<file path="config.mk">
export PLATFORM = sky130hd
export DESIGN_NAME = long_period_timer
export DESIGN_NICKNAME = d
export VERILOG_FILES = /design/src/rtl/lpt_pkg.sv /design/src/rtl/lpt_control.sv /design/src/rtl/lpt_datapath.sv /design/src/rtl/long_period_timer.sv
export SDC_FILE = /design/constraint.sdc
export NUM_CORES = 1
export LEC_CHECK = 0
export ABC_CLOCK_PERIOD_IN_PS = 2600
export BUFFER_PORTS_ARGS = -buffer_cell sky130_fd_sc_hd__buf_2
export CAP_MARGIN = 20
export CORE_MARGIN = 5
export CORE_UTILIZATION = 30
export DETAILED_ROUTE_END_ITERATION = 10
export GPL_TIMING_DRIVEN = 0
export SLEW_MARGIN = 5
export SYNTH_ARGS = -nofsm -noshare
export SYNTH_HDL_FRONTEND = slang
export SYNTH_SLANG_ARGS = --single-unit
</file>
<file path="constraint.sdc">
create_clock -name clk -period 2.6 [get_ports clk]
set_clock_uncertainty 0.05 [all_clocks]
set_input_delay 0 -clock clk [delete_from_list [all_inputs] [get_ports clk]]
set_output_delay 0 -clock clk [all_outputs]
set_load 0.01 [all_outputs]
</file>
<file path="src/rtl/lpt_pkg.sv">
package lpt_pkg;

  // Strobes that the control issues to the datapath each clock.
  typedef struct packed {
    logic latchLo;    // capture wrData into the low shadow
    logic latchHi;    // capture wrData into the high shadow
    logic commit;     // move both shadows into the active period
    logic reload;     // load the active period into the counter
    logic decrement;  // count down by one
    logic fireIrq;    // emit the interrupt pulse at the next edge
  } lptStrobes_t;

endpackage

</file>
<file path="src/rtl/lpt_control.sv">
module lpt_control
  import lpt_pkg::*;
(
  input  logic        clk,
  input  logic        timerRstN,
  input  logic        tickEn,
  input  logic        wrLo,
  input  logic        wrHi,
  input  logic        countIsOne,
  input  logic        countIsZero,
  input  logic        periodIsZero,
  output lptStrobes_t ctrlStr
);

  logic loFlag;
  logic hiFlag;
  logic restartPending;
  logic pairReady;

  assign pairReady = loFlag & hiFlag;

  // Write flags: each set by its own strobe, both cleared by a commit.
  always_ff @(posedge clk or negedge timerRstN) begin
    if (!timerRstN) begin
      loFlag <= 1'b0;
      hiFlag <= 1'b0;
    end else begin
      if (wrLo)           loFlag <= 1'b1;
      else if (pairReady) loFlag <= 1'b0;
      if (wrHi)           hiFlag <= 1'b1;
      else if (pairReady) hiFlag <= 1'b0;
    end
  end

  // A commit forces a fresh load on the following tick.
  always_ff @(posedge clk or negedge timerRstN) begin
    if (!timerRstN) begin
      restartPending <= 1'b0;
    end else if (pairReady) begin
      restartPending <= 1'b1;
    end else if (tickEn) begin
      restartPending <= 1'b0;
    end
  end

  always_comb begin
    ctrlStr           = '0;
    ctrlStr.latchLo   = wrLo;
    ctrlStr.latchHi   = wrHi;
    ctrlStr.commit    = pairReady;
    ctrlStr.reload    = tickEn & (restartPending | countIsOne | countIsZero);
    ctrlStr.decrement = tickEn & ~(restartPending | countIsOne | countIsZero);
    ctrlStr.fireIrq   = tickEn & ~restartPending & countIsOne & ~periodIsZero;
  end

endmodule

</file>
<file path="src/rtl/lpt_datapath.sv">
module lpt_datapath
  import lpt_pkg::*;
#(
  parameter int CNT_W = 24,
  parameter int BUS_W = 16
) (
  input  logic             clk,
  input  logic             timerRstN,
  input  lptStrobes_t      ctrlStr,
  input  logic [BUS_W-1:0] wrData,
  output logic             countIsOne,
  output logic             countIsZero,
  output logic             periodIsZero,
  output logic [CNT_W-1:0] countVal,
  output logic [CNT_W-1:0] activePeriod,
  output logic             irqPulse,
  output logic [BUS_W-1:0] periodLoRd,
  output logic [BUS_W-1:0] periodHiRd
);

  localparam int HI_W = CNT_W - BUS_W;

  logic [BUS_W-1:0] loShadow;
  logic [HI_W-1:0]  hiShadow;
  logic [CNT_W-1:0] count;
  logic             irqReg;

  // Shadow halves, visible at readback before any commit.
  always_ff @(posedge clk or negedge timerRstN) begin
    if (!timerRstN) begin
      loShadow <= '0;
      hiShadow <= '0;
    end else begin
      if (ctrlStr.latchLo) loShadow <= wrData;
      if (ctrlStr.latchHi) hiShadow <= wrData[HI_W-1:0];
    end
  end

  // Active period, changed only by a commit.
  always_ff @(posedge clk or negedge timerRstN) begin
    if (!timerRstN) begin
      activePeriod <= '0;
    end else if (ctrlStr.commit) begin
      activePeriod <= {hiShadow, loShadow};
    end
  end

  // Down-counter.
  always_ff @(posedge clk or negedge timerRstN) begin
    if (!timerRstN) begin
      count <= '0;
    end else if (ctrlStr.reload) begin
      count <= activePeriod;
    end else if (ctrlStr.decrement) begin
      count <= count - 1'b1;
    end
  end

  always_ff @(posedge clk or negedge timerRstN) begin
    if (!timerRstN) irqReg <= 1'b0;
    else            irqReg <= ctrlStr.fireIrq;
  end

  assign countIsOne   = (count == CNT_W'(1));
  assign countIsZero  = (count == '0);
  assign periodIsZero = (activePeriod == '0);
  assign countVal     = count;
  assign irqPulse     = irqReg;
  assign periodLoRd   = loShadow;

  generate
    if (HI_W < BUS_W) begin : g_hiPad
      assign periodHiRd = {{(BUS_W-HI_W){1'b0}}, hiShadow};
    end else begin : g_hiFull
      assign periodHiRd = hiShadow[BUS_W-1:0];
    end
  endgenerate

endmodule

</file>
<file path="src/rtl/long_period_timer.sv">
module long_period_timer
  import lpt_pkg::*;
#(
  parameter int CNT_W = 24,
  parameter int BUS_W = 16
) (
  input  logic             clk,
  input  logic             timerRstN,
  input  logic             tickEn,
  input  logic             wrLo,
  input  logic             wrHi,
  input  logic [BUS_W-1:0] wrData,
  output logic             irqPulse,
  output logic [BUS_W-1:0] periodLoRd,
  output logic [BUS_W-1:0] periodHiRd
);

  lptStrobes_t      ctrlStr;
  logic             countIsOne;
  logic             countIsZero;
  logic             periodIsZero;
  logic [CNT_W-1:0] countVal;
  logic [CNT_W-1:0] activePeriod;

  lpt_control u_ctrl (
    .clk          (clk),
    .timerRstN    (timerRstN),
    .tickEn       (tickEn),
    .wrLo         (wrLo),
    .wrHi         (wrHi),
    .countIsOne   (countIsOne),
    .countIsZero  (countIsZero),
    .periodIsZero (periodIsZero),
    .ctrlStr      (ctrlStr)
  );

  lpt_datapath #(.CNT_W(CNT_W), .BUS_W(BUS_W)) u_dp (
    .clk          (clk),
    .timerRstN    (timerRstN),
    .ctrlStr      (ctrlStr),
    .wrData       (wrData),
    .countIsOne   (countIsOne),
    .countIsZero  (countIsZero),
    .periodIsZero (periodIsZero),
    .countVal     (countVal),
    .activePeriod (activePeriod),
    .irqPulse     (irqPulse),
    .periodLoRd   (periodLoRd),
    .periodHiRd   (periodHiRd)
  );

endmodule

</file>
==> qor.yml <==
antenna_found_initial: 0
synth_edf_count: 0
finalPower_uw: 3620
cts_buffer_depth: 2
synth_most_common_cell: "dfrtp_1"
drt-initial-drc-count: 236
ctsRootBufferMaster: "clkbuf_16"
numCtsBuffers: 9
dr.pass1.iters: 4
die_w_um: 121
cp.required_ns: 2.77
synth-seq-cells: 76
clk_latency_ns: 0.34
grt_max_degree: 69
powerDensity_nw_per_um2: 774
via_per_inst: 5.02
final.min_clock_period_ns: 2.37
start_util: 0.308
path_buf_inv: 2
crit_path_max_incr_delay_ns: 0.49
grt_pass1_vias: 3062
crit_fanout: 10
synth_top_family_by_area: "multiplexers"
place_hpwl_um: 6610
worstPathCellList: "clkbuf_1 > or4_1 > or3_4 > o21ai_4 > buf_6 > a21oi_1 > a311o_1"
synthCells: 335
crit_type: "reg2reg"
die_h_um: 121
wirelength_um: 9240
wl_per_cell_um: 15.8
fmax_ghz: 0.422
vdd_drop_max_mv: 0.448
async_reset_ff_frac: 1.00
p_leak_uw: 0.00194
critPathTopFamily: "simple AND/OR/NAND/NOR gates"
cts_tree: "built"
grt_overflow: 0
synth_compound_area_frac: 0.107
grt.total_usage: 0.129
diodes: 0
layout.cells.non_filler: 586
layout-drive-gt1-share: 0.309
grt_first_pass_wirelength_um: 15400
hold_path.class: "in2async"
startpoint: "u_dp.countVal[15]"
cap_violations: 0
io_buffer_count: 42
area_growth_pct: 25.6
yosys.area_share.xor_xnor: 0
clk_pin_slew_ns: 0.06
syn-cell-area_um2: 3720
setup_viol: 0
slew_viol_final: 0
synth_ff_type: "dfrtp_1"
remaining_drc_errors: 0
synth-simple-area-share: 0.159
rsz0062_at_grt: "no"
synthAdderAreaFrac: 0.00672
fin_crit_sh: 0.911
ant_nets: 0
status: "finished clean"
yosysTopAreaCellShare: 0.511
ys_seq_area_frac: 0.511
critPathLaunchType: "flop"
max_slew.worst_pin.slew_ns: 0.718
avgSynthCellArea_um2: 11.1
max_slew_margin: 0.521
post_cts_buffers: 0
num_io_pins: 54
yosys_warnings: 0
clock-sinks: 76
synthMuxAreaShare: 0.164
critPathSlowestCell: "or4_1"
whs_ns: 0.00195
ys_top_cells_by_area: "dfrtp_1 (51%), mux2_2 (15%), o21ai_0 (2.3%)"
numPlacedInstances: 553
r2r-start: "u_dp.countVal[15]"
rows: 40
coreArea_um2: 12100
yosysTopAreaCell: "dfrtp_1"
vias: 2941
cp_data_arrival_time_ns: 2.54
gp_congestion: 0.845
endpoint_kind: "flop"
die-area_um2: 14700
ys_types: 54
synth_common_cells: "dfrtp_1 (76), mux2_2 (48), nand2_1 (22), o21ai_0 (17)"
cts-htree-levels: 3
final_nets: 436
hold_viol: 0
[repair_timing]
item	in CTS	in global routing
hold endpoints to repair	100	0
resized for setup	1	3
endpoints found under the setup margin	5	12
hold buffers	17	0
pin swaps	0	0
[power by group]
group | switching, uW | total, uW | internal, uW
Combinational | 374 | 758 | 384
Clock | 503 | 1170 | 670
Sequential | 265 | 1690 | 1420
Total | 1140 | 3620 | 2480
[kinds of logic after synthesis]
kind of cell             Yosys count
AO/OA/AOI/OAI                     58
adder cells (fa/ha/maj)            2
buffers and inverters             38
flip-flops                        76
multiplexers                      55
other                              1
AND/OR/NAND/NOR                  105
[flip-flops by register name (all words and copies together) (netlist names)]
signal	flops
u_dp.activePeriod	24
u_dp.countVal	24
u_dp.periodLoRd	16
u_dp.hiShadow	8
u_ctrl.hiFlag	1
u_ctrl.loFlag	1
u_ctrl.restartPending	1
u_dp.irqPulse	1
[placed cells by master, fill, tap and decap left out, types with 8 or more instances in the layout]
master / Yosys / layout
buf_2: 2 / 43
buf_4: 9 / 10
clkbuf_1: 13 / 13
clkbuf_16: 0 / 9
conb_1: 1 / 8
dfrtp_1: 76 / 76
dlygate4sd3_1: 0 / 17
inv_1: 11 / 11
mux2_2: 48 / 48
nand2_1: 22 / 22
nand3_1: 12 / 12
nand4_1: 9 / 9
nor2_1: 13 / 13
nor2b_1: 8 / 8
nor4_1: 11 / 11
o21ai_0: 17 / 17
[routing by layer]
metal / track usage / share of wire
met5: 0 / 0
met4: 0.0462 / 0.015
met3: 0.0266 / 0.060
met2: 0.212 / 0.48
met1: 0.169 / 0.45
[final timing paths]
kind	slack, ns	cells after the start	end
min reg2reg	0.43	1	u_dp.irqPulse
max	0.23	7	u_dp.countVal[18]
max in group asynchronous	1.95	3	u_dp.activePeriod[14]
min	0.002	2	u_dp.countVal[9]
max reg2reg	0.23	7	u_dp.countVal[18]
min in group clk	0.13	3	u_dp.countVal[16]
[through the flow]
stage	worst slack [ns]	utilization	area, um^2	setup TNS, ns
after detailed placement	-0.0680	0.347	4200	-0.186
final	0.232	0.386	4680	0
after global placement	-0.0729	0.344	4170	-0.182
after global routing	0.0582	0.386	4680	0
after CTS	0.0973	0.384	4660	0
after floorplan	0.425	-	3750	0
[final cells by class]
cell class | count | area [um^2]
fill | 1208 | 7430
tap | 168 | 210
clock buffer | 10 | 239
inverter | 11 | 41.3
multi-input combinational | 228 | 1680
timing repair buffer | 60 | 410
buffer | 27 | 153
sequential | 76 | 1900
clock inverter | 6 | 38.8
No activity file was read; power rests on OpenSTA's default activity.
